===== src/rtl/srab_pkg.sv =====
package srab_pkg;
  localparam logic [7:0] OFF_CMD = 8'h2C;
  localparam logic [7:0] OFF_WHI = 8'h30;
  localparam logic [7:0] OFF_WLO = 8'h34;
  localparam logic [7:0] OFF_RHI = 8'h38;
  localparam logic [7:0] OFF_RLO = 8'h3C;
  localparam logic [7:0] OFF_CTL = 8'h40;

  localparam int CMD_GO   = 0;
  localparam int CMD_WR   = 1;
  localparam int CMD_ABT  = 2;
  localparam int CMD_REGL = 16;
  localparam int CMD_PGL  = 24;

  localparam int CTL_IEN  = 1;
  localparam int CTL_REQ  = 3;
  localparam int CTL_GNT  = 4;
  localparam int CTL_INIT = 6;

  localparam int SEL_W = 8;

  typedef struct packed {
    logic [SEL_W-1:0] page;
    logic [SEL_W-1:0] regn;
    logic             wr;
  } srab_cmd_t;
endpackage


===== src/rtl/srab_arbiter.sv =====
module srab_arbiter (
  input  logic clk,
  input  logic rst_n,
  input  logic host_req,
  input  logic busy,
  input  logic agent_req,
  output logic host_gnt,
  output logic agent_gnt
);
  logic host_gnt_q, host_gnt_d;
  logic agent_gnt_q, agent_gnt_d;

  always_comb begin
    host_gnt_d  = host_req & (host_gnt_q | ~agent_gnt_q);
    agent_gnt_d = agent_req & (agent_gnt_q | (~host_req & ~host_gnt_q & ~busy));
  end

  always_ff @(posedge clk or negedge rst_n) begin
    if (!rst_n) begin
      host_gnt_q  <= 1'b0;
      agent_gnt_q <= 1'b0;
    end else begin
      host_gnt_q  <= host_gnt_d;
      agent_gnt_q <= agent_gnt_d;
    end
  end

  assign host_gnt  = host_gnt_q;
  assign agent_gnt = agent_gnt_q;
endmodule


===== src/rtl/srab_host_regs.sv =====
module srab_host_regs
  import srab_pkg::*;
#(
  parameter int HOST_W = 32,
  parameter int ADDR_W = 8
) (
  input  logic              clk,
  input  logic              rst_n,
  input  logic [ADDR_W-1:0] host_addr,
  input  logic              host_we,
  input  logic [HOST_W-1:0] host_wdata,
  output logic              req,
  output logic              ien,
  output logic [HOST_W-1:0] wd_hi,
  output logic [HOST_W-1:0] wd_lo
);
  localparam int NWORD = 2;
  localparam logic [ADDR_W-1:0] CTL_A = ADDR_W'(OFF_CTL);

  logic              ctl_en;
  logic              req_d, ien_d;
  logic              req_q, ien_q;
  logic [HOST_W-1:0] word_q [NWORD];

  always_comb begin
    ctl_en = host_we && (host_addr == CTL_A);
    req_d  = host_wdata[CTL_REQ];
    ien_d  = host_wdata[CTL_IEN];
  end

  always_ff @(posedge clk or negedge rst_n) begin
    if (!rst_n) begin
      req_q <= 1'b0;
      ien_q <= 1'b0;
    end else if (ctl_en) begin
      req_q <= req_d;
      ien_q <= ien_d;
    end
  end

  for (genvar w = 0; w < NWORD; w++) begin : g_word
    localparam logic [ADDR_W-1:0] WA = ADDR_W'((w == 0) ? OFF_WHI : OFF_WLO);
    logic wen;
    always_comb wen = host_we && (host_addr == WA);
    always_ff @(posedge clk or negedge rst_n) begin
      if (!rst_n)   word_q[w] <= '0;
      else if (wen) word_q[w] <= host_wdata;
    end
  end

  assign req   = req_q;
  assign ien   = ien_q;
  assign wd_hi = word_q[0];
  assign wd_lo = word_q[1];
endmodule


===== src/rtl/srab_cmd_engine.sv =====
module srab_cmd_engine
  import srab_pkg::*;
#(
  parameter int HOST_W = 32,
  parameter int ADDR_W = 8
) (
  input  logic                clk,
  input  logic                rst_n,
  input  logic [ADDR_W-1:0]   host_addr,
  input  logic                host_we,
  input  logic [HOST_W-1:0]   host_wdata,
  input  logic                host_gnt,
  input  logic                sw_ack,
  input  logic [2*HOST_W-1:0] sw_rdata,
  output logic                busy,
  output srab_cmd_t           cmd,
  output logic [HOST_W-1:0]   rd_hi,
  output logic [HOST_W-1:0]   rd_lo
);
  localparam int SW_W = 2 * HOST_W;
  localparam logic [ADDR_W-1:0] CMD_A = ADDR_W'(OFF_CMD);

  logic      cmd_hit, abort, start, done, cap;
  logic      busy_d, busy_q;
  srab_cmd_t cmd_d, cmd_q;
  logic [HOST_W-1:0] rd_q [2];

  always_comb begin
    cmd_hit = host_we && (host_addr == CMD_A);
    abort   = cmd_hit && host_wdata[CMD_ABT];
    start   = cmd_hit && host_wdata[CMD_GO] && !abort && host_gnt && !busy_q;
    done    = busy_q && sw_ack;
    cap     = done && !abort && !cmd_q.wr;
    cmd_d.page = host_wdata[CMD_PGL +: SEL_W];
    cmd_d.regn = host_wdata[CMD_REGL +: SEL_W];
    cmd_d.wr   = host_wdata[CMD_WR];
    if (start)              busy_d = 1'b1;
    else if (abort || done) busy_d = 1'b0;
    else                    busy_d = busy_q;
  end

  always_ff @(posedge clk or negedge rst_n) begin
    if (!rst_n) busy_q <= 1'b0;
    else        busy_q <= busy_d;
  end

  always_ff @(posedge clk or negedge rst_n) begin
    if (!rst_n)     cmd_q <= '0;
    else if (start) cmd_q <= cmd_d;
  end

  for (genvar w = 0; w < 2; w++) begin : g_rd
    localparam int LSB = (w == 0) ? HOST_W : 0;
    always_ff @(posedge clk or negedge rst_n) begin
      if (!rst_n)   rd_q[w] <= '0;
      else if (cap) rd_q[w] <= sw_rdata[LSB +: HOST_W];
    end
  end

  assign busy  = busy_q;
  assign cmd   = cmd_q;
  assign rd_hi = rd_q[0];
  assign rd_lo = rd_q[1];

  if (SW_W != 2 * HOST_W) begin : g_bad_width
    initial $error("data width must be twice the host width");
  end
endmodule


===== src/rtl/sw_reg_bridge.sv =====
module sw_reg_bridge
  import srab_pkg::*;
#(
  parameter int HOST_W = 32,
  parameter int ADDR_W = 8,
  localparam int SW_W = 2 * HOST_W
) (
  input  logic              clk,
  input  logic              rst_n,
  input  logic [ADDR_W-1:0] host_addr,
  input  logic              host_we,
  input  logic [HOST_W-1:0] host_wdata,
  output logic [HOST_W-1:0] host_rdata,
  input  logic              sw_init_done,
  input  logic              agent_req,
  output logic              agent_gnt,
  output logic              sw_req,
  output logic [SEL_W-1:0]  sw_page,
  output logic [SEL_W-1:0]  sw_reg,
  output logic              sw_write,
  output logic [SW_W-1:0]   sw_wdata,
  input  logic              sw_ack,
  input  logic [SW_W-1:0]   sw_rdata
);
  logic [1:0] rst_pipe;
  logic       rst_n_s;

  always_ff @(posedge clk or negedge rst_n) begin
    if (!rst_n) rst_pipe <= 2'b00;
    else        rst_pipe <= {rst_pipe[0], 1'b1};
  end
  assign rst_n_s = rst_pipe[1];

  logic              req, ien, host_gnt, busy;
  logic [HOST_W-1:0] wd_hi, wd_lo, rd_hi, rd_lo;
  srab_cmd_t         cmd;

  srab_host_regs #(.HOST_W(HOST_W), .ADDR_W(ADDR_W)) u_regs (
    .clk(clk), .rst_n(rst_n_s), .host_addr(host_addr), .host_we(host_we),
    .host_wdata(host_wdata), .req(req), .ien(ien), .wd_hi(wd_hi), .wd_lo(wd_lo)
  );

  srab_arbiter u_arb (
    .clk(clk), .rst_n(rst_n_s), .host_req(req), .busy(busy),
    .agent_req(agent_req), .host_gnt(host_gnt), .agent_gnt(agent_gnt)
  );

  srab_cmd_engine #(.HOST_W(HOST_W), .ADDR_W(ADDR_W)) u_eng (
    .clk(clk), .rst_n(rst_n_s), .host_addr(host_addr), .host_we(host_we),
    .host_wdata(host_wdata), .host_gnt(host_gnt), .sw_ack(sw_ack),
    .sw_rdata(sw_rdata), .busy(busy), .cmd(cmd), .rd_hi(rd_hi), .rd_lo(rd_lo)
  );

  logic [HOST_W-1:0] cmd_word, ctl_word;

  always_comb begin
    cmd_word = '0;
    cmd_word[CMD_PGL +: SEL_W]  = cmd.page;
    cmd_word[CMD_REGL +: SEL_W] = cmd.regn;
    cmd_word[CMD_WR]            = cmd.wr;
    cmd_word[CMD_GO]            = busy;
    ctl_word = '0;
    ctl_word[CTL_IEN]  = ien;
    ctl_word[CTL_REQ]  = req;
    ctl_word[CTL_GNT]  = host_gnt;
    ctl_word[CTL_INIT] = sw_init_done;
    unique case (host_addr)
      ADDR_W'(OFF_CMD): host_rdata = cmd_word;
      ADDR_W'(OFF_WHI): host_rdata = wd_hi;
      ADDR_W'(OFF_WLO): host_rdata = wd_lo;
      ADDR_W'(OFF_RHI): host_rdata = rd_hi;
      ADDR_W'(OFF_RLO): host_rdata = rd_lo;
      ADDR_W'(OFF_CTL): host_rdata = ctl_word;
      default:          host_rdata = '0;
    endcase
  end

  assign sw_req   = busy;
  assign sw_page  = cmd.page;
  assign sw_reg   = cmd.regn;
  assign sw_write = cmd.wr;
  assign sw_wdata = {wd_hi, wd_lo};
endmodule


===== config.mk =====
export PLATFORM = sky130hd
export DESIGN_NAME = sw_reg_bridge
export DESIGN_NICKNAME = d
export VERILOG_FILES = /design/src/rtl/srab_pkg.sv /design/src/rtl/srab_arbiter.sv /design/src/rtl/srab_host_regs.sv /design/src/rtl/srab_cmd_engine.sv /design/src/rtl/sw_reg_bridge.sv
export SDC_FILE = /design/constraint.sdc
export NUM_CORES = 1
export LEC_CHECK = 0
export BUFFER_PORTS_ARGS = -buffer_cell sky130_fd_sc_hd__buf_2
export CORE_MARGIN = 2
export CORE_UTILIZATION = 51
export DETAILED_ROUTE_END_ITERATION = 10
export GPL_ROUTABILITY_DRIVEN = 1
export MAX_ROUTING_LAYER = met4
export PLACE_DENSITY = 0.78
export SLEW_MARGIN = 20
export SYNTH_ARGS = -nofsm -noshare
export SYNTH_HDL_FRONTEND = slang
export SYNTH_SLANG_ARGS = --single-unit

===== constraint.sdc =====
create_clock -name clk -period 5.4 [get_ports clk]
set_input_delay 0.81 -clock clk [delete_from_list [all_inputs] [get_ports clk]]
set_output_delay 0.81 -clock clk [all_outputs]
set_load 0.005 [all_outputs]

==> flow_summary.html, run 1 <==
<table>
<tr><th>Metric</th><th>Value</th></tr>
<tr><th colspan="2">Global routing</th></tr>
<tr><td>Number of global-route vias before repair</td><td>5,396</td></tr>
<tr><td>Maximum number of pins on one net before global-route repair</td><td>74</td></tr>
<tr><td>Antenna violations before repair</td><td>0</td></tr>
<tr><td>Global-route wire length before repair</td><td>between 20 and 30 mm</td></tr>
<tr><td>Aggregate global routing overflow</td><td>0</td></tr>
<tr><td>All-Layer GR Usage</td><td>0.278</td></tr>
<tr><th colspan="2">Critical path</th></tr>
<tr><td>Launching point of the worst reg2reg path</td><td>u_eng.cmd[0]</td></tr>
<tr><td>CP Data Required Time</td><td>~4600 ps</td></tr>
<tr><td>Worst Setup Path Type</td><td>in -&gt; out</td></tr>
<tr><td>Startpoint type of the worst setup path</td><td>input pin</td></tr>
<tr><td>Largest fanout on the critical path</td><td>17</td></tr>
<tr><td>Kind of end point of the critical path</td><td>output pin</td></tr>
<tr><td>Crit path launch</td><td>host_addr[4]</td></tr>
<tr><td>Slack of the worst reg-to-reg path</td><td>3610 ps</td></tr>
<tr><td>Arrival time at the worst endpoint</td><td>about 3500 ps</td></tr>
<tr><th colspan="2">Finish</th></tr>
<tr><td>Net count of the finished layout</td><td>between 700 and 800</td></tr>
<tr><td>Area occupied by registers</td><td>3810 sq um</td></tr>
<tr><td>Number of filler cells placed in the layout</td><td>around 990</td></tr>
<tr><td>Fraction of final layout cells sized beyond drive strength 1</td><td>0.628</td></tr>
<tr><td>Final non-filler cell total</td><td>approximately 870</td></tr>
<tr><td>Area growth from synthesis to layout</td><td>26.1%</td></tr>
<tr><td>Multi-input combinational cell area</td><td>just under 3000 sq um</td></tr>
<tr><th colspan="2">Synth</th></tr>
<tr><td>Cell count after synthesis</td><td>459</td></tr>
<tr><td>Synthesized flop and latch total</td><td>152</td></tr>
<tr><td>Average footprint of a synthesized cell</td><td>15.2 sq um</td></tr>
<tr><td>Number of nets in the synthesized netlist</td><td>569</td></tr>
<tr><td>Number of synthesis warnings</td><td>0</td></tr>
<tr><td>Unique masters post-synth</td><td>38</td></tr>
<tr><td>Sequential cell area fraction in the yosys report</td><td>0.546</td></tr>
<tr><td>Netlist area before placement</td><td>6970 sq um</td></tr>
<tr><th colspan="2">Worst hold path</th></tr>
<tr><td>Class of the tightest hold or removal check</td><td>in -&gt; async</td></tr>
<tr><th colspan="2">Timing</th></tr>
<tr><td>Maximum clock frequency</td><td>approximately 0.23 GHz</td></tr>
<tr><td>Final setup margin</td><td>1120 ps</td></tr>
<tr><td>Period utilization</td><td>0.793</td></tr>
<tr><td>Measured slew at the worst slew-check pin</td><td>1090 ps</td></tr>
<tr><td>Number of failing setup endpoints in the final timing report</td><td>0</td></tr>
<tr><td>Number of slew-limit violations in the final report</td><td>0</td></tr>
<tr><td>Total Negative Setup Slacks</td><td>0 ps</td></tr>
<tr><td>Final period demand of the worst path</td><td>~4300 ps</td></tr>
<tr><td>Worst max-slew margin expressed relative to the limit</td><td>0.269</td></tr>
<tr><td>RSZ-0062 raised after global routing</td><td>no</td></tr>
<tr><td>Clk_skew</td><td>roughly 8.8 ps</td></tr>
<tr><td>Final Hold Violating Endpoints</td><td>0</td></tr>
<tr><th colspan="2">Power</th></tr>
<tr><td>Share of power burned in the clock network</td><td>0.480</td></tr>
<tr><td>Switch Pwr</td><td>0.000558 W</td></tr>
<tr><td>Power density cells</td><td>296 nW/um^2</td></tr>
<tr><td>Combinational fraction of design power</td><td>0.060</td></tr>
<tr><td>LEAKAGE</td><td>4.84 nW</td></tr>
<tr><td>Peak supply drop</td><td>0.000195 V</td></tr>
<tr><td>Pint</td><td>around 0.0020 W</td></tr>
<tr><td>Switching power share of the total</td><td>0.214</td></tr>
<tr><td>Sequential group share of total power</td><td>0.459</td></tr>
<tr><th colspan="2">Route</th></tr>
<tr><td>Via count normalized by instance count</td><td>5.76</td></tr>
<tr><td>1st-iter DRT viols</td><td>about 380</td></tr>
<tr><td>DRC violations left</td><td>0</td></tr>
<tr><td>First-pass iteration count of the detailed router</td><td>4</td></tr>
<tr><td>Via count</td><td>4,985</td></tr>
<tr><td>Antenna violation net count after detailed routing</td><td>0</td></tr>
<tr><td>Detailed Route WL</td><td>between 15 and 20 mm</td></tr>
<tr><td>DR WL/cell</td><td>between 20 and 25 um</td></tr>
<tr><th colspan="2">Floorplan</th></tr>
<tr><td>Floorplan die width</td><td>between 100 and 150 um</td></tr>
<tr><td>Y dimension of the die</td><td>121 um</td></tr>
<tr><td>DIE AREA</td><td>14,600 sq um</td></tr>
<tr><td>Initial core utilization</td><td>0.524</td></tr>
<tr><td>Core Footprint</td><td>roughly 13,000 sq um</td></tr>
<tr><td>I/O pin count</td><td>225</td></tr>
<tr><td>Number of placement rows</td><td>42</td></tr>
<tr><th colspan="2">Run status</th></tr>
<tr><td>Run status</td><td>completed</td></tr>
<tr><th colspan="2">CTS</th></tr>
<tr><td>Sink count of the clock tree</td><td>152</td></tr>
<tr><td>Source-to-sink clock delay at the later pin of the worst-skew pair</td><td>430 ps</td></tr>
<tr><td>H-tree Lvls</td><td>4</td></tr>
<tr><td>Clk pin slew, worst setup/hold paths</td><td>60 ps</td></tr>
<tr><td>Post-CTS Setup Repair Bufs</td><td>0</td></tr>
<tr><td>Maximum clock insertion buffer count</td><td>2</td></tr>
<tr><td>Post-cts repair resize count</td><td>0</td></tr>
<tr><td>Number of buffers inserted during clock tree synthesis</td><td>17</td></tr>
<tr><td>CTS tree</td><td>built</td></tr>
<tr><td>Root buffer cell</td><td>clkbuf_16</td></tr>
<tr><td># hold bufs at CTS</td><td>0</td></tr>
<tr><th colspan="2">Placement</th></tr>
<tr><td>Worst slack at placement</td><td>between 1000 and 1500 ps</td></tr>
<tr><td>Count of input and output buffers</td><td>224</td></tr>
<tr><td>Placed Cells</td><td>~830</td></tr>
<tr><td>Placer congestion estimate</td><td>0.866</td></tr>
<tr><td>HPWL reported at the end of detailed placement</td><td>13.1 mm</td></tr>
<tr><th colspan="2">Flow run</th></tr>
<tr><td>Number of maximum-capacitance violations</td><td>0</td></tr>
</table>
==> synthesized netlist by cell type <==
master | count | share of area
nor2_1 | 11 | 0.0059
nor3_1 | 3 | 0.0022
mux4_2 | 12 | 0.039
clkbuf_1 | 12 | 0.0065
mux2_2 | 119 | 0.19
a31oi_4 | 1 | 0.0031
a22o_1 | 12 | 0.015
a21boi_0 | 1 | 0.0011
or3_1 | 2 | 0.0018
inv_1 | 2 | 0.0011
nand2b_1 | 2 | 0.0018
o21ai_0 | 9 | 0.0065
buf_12 | 3 | 0.0086
mux2_4 | 30 | 0.065
nor4_4 | 1 | 0.0031
nand3b_1 | 2 | 0.0022
conb_1 | 1 | 0.00054
nor2b_1 | 1 | 0.00090
or4_4 | 1 | 0.0016
a221o_1 | 7 | 0.010
nor4b_1 | 1 | 0.0013
o31ai_1 | 1 | 0.0011
nand2_2 | 1 | 0.00090
nand4bb_1 | 1 | 0.0016
buf_6 | 8 | 0.013
nor4_1 | 1 | 0.00090
nand3_1 | 2 | 0.0014
a21o_1 | 6 | 0.0065
dfrtp_1 | 152 | 0.55
nand2_1 | 3 | 0.0016
mux2i_1 | 14 | 0.020
o32ai_1 | 6 | 0.0075
buf_1 | 4 | 0.0022
and4b_1 | 1 | 0.0014
o21a_1 | 1 | 0.0011
buf_2 | 4 | 0.0029
and4bb_2 | 1 | 0.0018
a22oi_1 | 20 | 0.022
==> power by group through the flow <==
stage | combinational, W | sequential [W] | clock [W]
after floorplan | 0.0000566 | 0.00122 | 0
after global placement | 0.000152 | 0.00121 | 0
after detailed placement | 0.000157 | 0.00122 | 0
final | 0.000157 | 0.00120 | 0.00125
after CTS | 0.000158 | 0.00120 | 0.00127
after global routing | 0.000171 | 0.00120 | 0.00131
==> through the flow <==
stage	power, W	hold WS, ps	utilization	instance area [sq um]
floorplan	0.00128	331	-	6970
global placement	0.00137	339	0.613	8150
detailed placement	0.00137	351	0.613	8160
global route	0.00268	145	0.661	8780
finish	0.00260	158	0.661	8780
CTS	0.00262	142	0.660	8770
==> worst max-delay path, stage by stage <==
cell and delay [ps]:
buf_2 310, nand4bb_1 700, nor2_1 1100, a22oi_1 200
o21ai_0 180, buf_2 180
==> kinds of logic after synthesis <==
group	after synthesis	synth area share
and+or+nand+nor	34	0.0303
DFF	152	0.546
buffers and inverters	33	0.0341
other	1	0.000538
muxes	175	0.316
AOI/OAI and AO/OA	64	0.0734
==> layer usage <==
metal / part of all wire / GRT usage / wire, um
met1: 0.40 / 0.340 / 7590
met2: 0.49 / 0.448 / 9370
met3: 0.088 / 0.0695 / 1670
met4: 0.019 / 0.105 / 359
met5: 0 / - / 0
==> worst paths after layout <==
kind,to,cells past startpoint
min reg2reg,rst_pipe[1],0
max in group asynchronous,u_regs.wd_lo[1],1
min,rst_pipe[1],1
max reg2reg,u_eng.rd_lo[10],4
max,host_rdata[5],6
min in group clk,rst_pipe[1],0
==> registers in the layout, summed over array words and instances (netlist names) <==
register / flops
u_arb.agent_gnt: 1
u_eng.rd_lo: 32
u_eng.busy: 1
u_eng.cmd: 17
u_regs.req: 1
u_arb.host_gnt: 1
u_regs.wd_hi: 32
rst_pipe: 2
u_regs.ien: 1
u_eng.rd_hi: 32
u_regs.wd_lo: 32
==> layout make-up <==
type                            count  share of cell area
Timing Repair Buffer              230               0.133
Clock buffer                       20              0.0531
Tap cell                          176              0.0251
Clock inverter                     10              0.0171
Antenna cell                        1            0.000285
Inverter                            2            0.000855
Multi-Input combinational cell    274               0.337
Sequential cell                   152               0.433
==> cells in the final DEF (no fill, tap or decap), drive strengths merged, types with 7 or more instances in the layout <==
cell type and count:
a221o 7, a22o 12, a22oi 20, buf 230, clkbuf 20, dfrtp 152
mux2 149, mux2i 14, mux4 12, nor2 11, o21ai 9
(Power assumes the default switching activity.)
==> inputs of run 2 (changes only) <==
--- a/config.mk
+++ b/config.mk
@@ -7,11 +7,11 @@
 export LEC_CHECK = 0
 export BUFFER_PORTS_ARGS = -buffer_cell sky130_fd_sc_hd__buf_2
 export CORE_MARGIN = 2
-export CORE_UTILIZATION = 51
+export CORE_UTILIZATION = 46
 export DETAILED_ROUTE_END_ITERATION = 10
 export GPL_ROUTABILITY_DRIVEN = 1
 export MAX_ROUTING_LAYER = met4
-export PLACE_DENSITY = 0.78
+export PLACE_DENSITY = 0.74
 export SLEW_MARGIN = 20
 export SYNTH_ARGS = -nofsm -noshare
 export SYNTH_HDL_FRONTEND = slang
==> constraint.sdc (replaced) <==
create_clock -name clk -period 3.6 [get_ports clk]
set_input_delay 0.54 -clock clk [delete_from_list [all_inputs] [get_ports clk]]
set_output_delay 0.54 -clock clk [all_outputs]
set_load 0.005 [all_outputs]
==> run 2 against run 1 <==
Effect of this change:
- clock skew is 1.0 ps lower
- power rose by 45%
- clock power grew 40%
- utilization is 5.8 points lower
- worst setup slack worse by 490 ps
- routed wire length increased by 0.63%
- worst hold slack improved by 180 ps
- critical endpoint unchanged
==> flow_summary.html, run 2 (synthesized netlist as in run 1, its figures left out) <==
<table>
<tr><th>Metric</th><th>Value</th></tr>
<tr><th colspan="2">CTS</th></tr>
<tr><td>Root buffer cell</td><td>clkbuf_16 (unchanged)</td></tr>
<tr><td>Number of buffers inserted during clock tree synthesis</td><td>17 (unchanged)</td></tr>
<tr><td>Post-cts repair resize count</td><td>0 (unchanged)</td></tr>
<tr><td>Clk pin slew, worst setup/hold paths</td><td>60 ps (about the same)</td></tr>
<tr><td>Sink count of the clock tree</td><td>152 (unchanged)</td></tr>
<tr><td>Source-to-sink clock delay at the later pin of the worst-skew pair</td><td>420 ps (was 430 ps)</td></tr>
<tr><td>H-tree Lvls</td><td>4 (unchanged)</td></tr>
<tr><td>CTS tree</td><td>built (unchanged)</td></tr>
<tr><td>Maximum clock insertion buffer count</td><td>2 (unchanged)</td></tr>
<tr><th colspan="2">Floorplan</th></tr>
<tr><td>DIE AREA</td><td>16,200 sq um (was 14,600 sq um)</td></tr>
<tr><td>Floorplan die width</td><td>127 um (was 121 um)</td></tr>
<tr><td>Number of placement rows</td><td>44 (was 42)</td></tr>
<tr><td>Initial core utilization</td><td>0.476 (was 0.524)</td></tr>
<tr><td>Y dimension of the die</td><td>127 um (was 121 um)</td></tr>
<tr><td>I/O pin count</td><td>225 (unchanged)</td></tr>
<tr><td>Core Footprint</td><td>14,600 sq um (was 13,300 sq um)</td></tr>
<tr><th colspan="2">Placement</th></tr>
<tr><td>Placer congestion estimate</td><td>0.830 (was 0.866)</td></tr>
<tr><td>Count of input and output buffers</td><td>224 (unchanged)</td></tr>
<tr><td>Post-placement cell area</td><td>8240 sq um (was 8160 sq um)</td></tr>
<tr><td>HPWL reported at the end of detailed placement</td><td>13.6 mm (was 13.1 mm)</td></tr>
<tr><td>Worst slack at placement</td><td>556 ps (was 1120 ps)</td></tr>
<tr><th colspan="2">Timing</th></tr>
<tr><td>Worst hold margin</td><td>336 ps (was 158 ps)</td></tr>
<tr><td>Final Hold Violating Endpoints</td><td>0 (unchanged)</td></tr>
<tr><td>Number of slew-limit violations in the final report</td><td>0 (unchanged)</td></tr>
<tr><td>Maximum clock frequency</td><td>0.336 GHz</td></tr>
<tr><td>RSZ-0062 raised after global routing</td><td>no (unchanged)</td></tr>
<tr><td>Total Negative Setup Slacks</td><td>0 ps (unchanged)</td></tr>
<tr><td>Number of failing setup endpoints in the final timing report</td><td>0 (unchanged)</td></tr>
<tr><td>Clk_skew</td><td>7.78 ps (was 8.82 ps)</td></tr>
<tr><td>Measured slew at the worst slew-check pin</td><td>946 ps (was 1090 ps)</td></tr>
<tr><td>Period utilization</td><td>0.826</td></tr>
<tr><td>Worst max-slew margin expressed relative to the limit</td><td>0.369 (was 0.269)</td></tr>
<tr><td>Final setup margin</td><td>627 ps (was 1120 ps)</td></tr>
<tr><td>Final period demand of the worst path</td><td>2970 ps</td></tr>
<tr><th colspan="2">Critical path</th></tr>
<tr><td>Critical Path Max Stage Delay</td><td>450 ps (was 1100 ps)</td></tr>
<tr><td>Worst Setup Path Type</td><td>in -&gt; out (unchanged)</td></tr>
<tr><td>CP Data Required Time</td><td>3060 ps (was 4590 ps)</td></tr>
<tr><td>List of cells traversed by the critical path</td><td>buf_2 &gt; buf_4 &gt; nor4b_2 &gt; buf_4 &gt; a22oi_1 &gt; o21ai_0 &gt; buf_2 (was buf_2 &gt; nand4bb_1 &gt; nor2_1 &gt; a22oi_1 &gt; o21ai_0 &gt; buf_2)</td></tr>
<tr><td>Critical-path top delay cell</td><td>nor4b_2 (was nor2_1)</td></tr>
<tr><td>Kind of end point of the critical path</td><td>output pin (unchanged)</td></tr>
<tr><td>Startpoint type of the worst setup path</td><td>input pin (unchanged)</td></tr>
<tr><td>Arrival time at the worst endpoint</td><td>2430 ps (was 3470 ps)</td></tr>
<tr><td>Largest fanout on the critical path</td><td>15 (was 17)</td></tr>
<tr><th colspan="2">Finish</th></tr>
<tr><td>Leading cell types in the layout, fill and taps excluded</td><td>224 x buf_2, 151 x dfrtp_1, 119 x mux2_2, 30 x mux2_4, 20 x a22oi_1 (unchanged)</td></tr>
<tr><td>Multi-input combinational cell area</td><td>2950 sq um (was 2960 sq um)</td></tr>
<tr><td>Layout Cell Area excl Fill</td><td>8830 sq um (was 8780 sq um)</td></tr>
<tr><td>Net count of the finished layout</td><td>797 (was 787)</td></tr>
<tr><td>Fraction of final layout cells sized beyond drive strength 1</td><td>0.627 (was 0.628)</td></tr>
<tr><td>Number of filler cells placed in the layout</td><td>1,172 (was 988)</td></tr>
<tr><td>Area growth from synthesis to layout</td><td>26.8% (was 26.1%)</td></tr>
<tr><td>Most common cell after layout, fill and taps aside</td><td>buf_2 (unchanged)</td></tr>
<tr><td>Area occupied by registers</td><td>3810 sq um (unchanged)</td></tr>
<tr><td>Final core occ</td><td>0.603 (was 0.661)</td></tr>
<tr><th colspan="2">Global routing</th></tr>
<tr><td>Number of global-route vias before repair</td><td>5,305 (was 5,396)</td></tr>
<tr><td>Maximum number of pins on one net before global-route repair</td><td>81 (was 74)</td></tr>
<tr><td>Aggregate global routing overflow</td><td>0 (unchanged)</td></tr>
<tr><td>Antenna violations before repair</td><td>2 (was 0)</td></tr>
<tr><td>All-Layer GR Usage</td><td>0.251 (was 0.278)</td></tr>
<tr><td>Global-route wire length before repair</td><td>29.8 mm (was 29.3 mm)</td></tr>
<tr><th colspan="2">Run status</th></tr>
<tr><td>Run status</td><td>completed (unchanged)</td></tr>
<tr><th colspan="2">Route</th></tr>
<tr><td>Via count</td><td>4,862 (was 4,985)</td></tr>
<tr><td>1st-iter DRT viols</td><td>269 (was 382)</td></tr>
<tr><td>Detailed Route WL</td><td>19.1 mm (was 19.0 mm)</td></tr>
<tr><td>First-pass iteration count of the detailed router</td><td>4 (unchanged)</td></tr>
<tr><td>DR WL/cell</td><td>21.6 um (was 22.0 um)</td></tr>
<tr><td>Antenna violation net count after detailed routing</td><td>0 (unchanged)</td></tr>
<tr><td>Via count normalized by instance count</td><td>5.49 (was 5.76)</td></tr>
<tr><td>DRC violations left</td><td>0 (unchanged)</td></tr>
<tr><th colspan="2">Power</th></tr>
<tr><td>Power density cells</td><td>428 nW/um^2 (was 296 nW/um^2)</td></tr>
<tr><td>Peak supply drop</td><td>0.000301 V (was 0.000195 V)</td></tr>
<tr><td>LEAKAGE</td><td>4.85 nW (was 4.84 nW)</td></tr>
<tr><th colspan="2">Worst hold path</th></tr>
<tr><td>Class of the tightest hold or removal check</td><td>in -&gt; reg (was in -&gt; async)</td></tr>
<tr><th colspan="2">Flow run</th></tr>
<tr><td>Number of maximum-capacitance violations</td><td>0 (unchanged)</td></tr>
</table>
-- run 2: cell count changes in the layout (fill, tap and decap cells not counted), moves of 2 or more --
cell,change
clkinv_2,-4
clkbuf_1,+4
bufinv_16,-2
buf_4,+8
clkinvlp_4,+2
diode_2,+2
-- run 2: what timing repair did --
item | CTS | global route
endpoints found under the hold margin | 2 | 0
hold buffers | 1 | 0
buffers inserted | 0 | 0
-- run 2: area by class of cell --
cell class / instances / area share
Antenna cell: 3 / 0.000850
Clock buffer: 24 / 0.0545
Clock inverter: 7 / 0.0106
Inverter: 2 / 0.000850
Multi-Input combinational cell: 274 / 0.334
Sequential cell: 152 / 0.431
Tap cell: 184 / 0.0261
Timing Repair Buffer: 240 / 0.142
-- run 2: critical path, delay by kind of cell --
kind | cells | cell delay [ps]
buf+inv | 4 | 1150
simple gates | 1 | 450
compound gates | 2 | 280
-- run 2: routing by layer --
layer  share of wire  track usage
met3           0.076       0.0657
met4           0.013       0.0821
met5               0            -
met1            0.43        0.324
met2            0.48        0.391
-- run 2: worst paths after layout --
| path | from | to | slack [ps] | cells after the start |
|---|---|---|---|---|
| setup reg to reg | u_eng.busy | u_eng.rd_hi[17] | 1730 | 4 |
| hold reg to reg | rst_pipe[0] | rst_pipe[1] | 350 | 0 |
| max in group asynchronous | rst_pipe[1] | u_regs.wd_hi[17] | 2130 | 1 |
| setup / recovery | host_addr[2] | host_rdata[5] | 630 | 7 |
| hold / removal | sw_ack | u_eng.busy | 340 | 2 |
| min in group asynchronous | rst_n | rst_pipe[1] | 430 | 2 |
-- run 2: where the power goes --
group | internal [W] | switching (W)
sequential | 0.00175 | 0.0000472
clock | 0.00107 | 0.000675
combinational | 0.000126 | 0.000111
total | 0.00294 | 0.000833
-- run 2: through the flow --
stage	std cells	total power (W)
4_1_cts	883	0.00380
2_1_floorplan	459	0.00191
5_1_grt	885	0.00391
3_3_place_gp	851	0.00205
6_report	886	0.00378
3_5_place_dp	851	0.00206
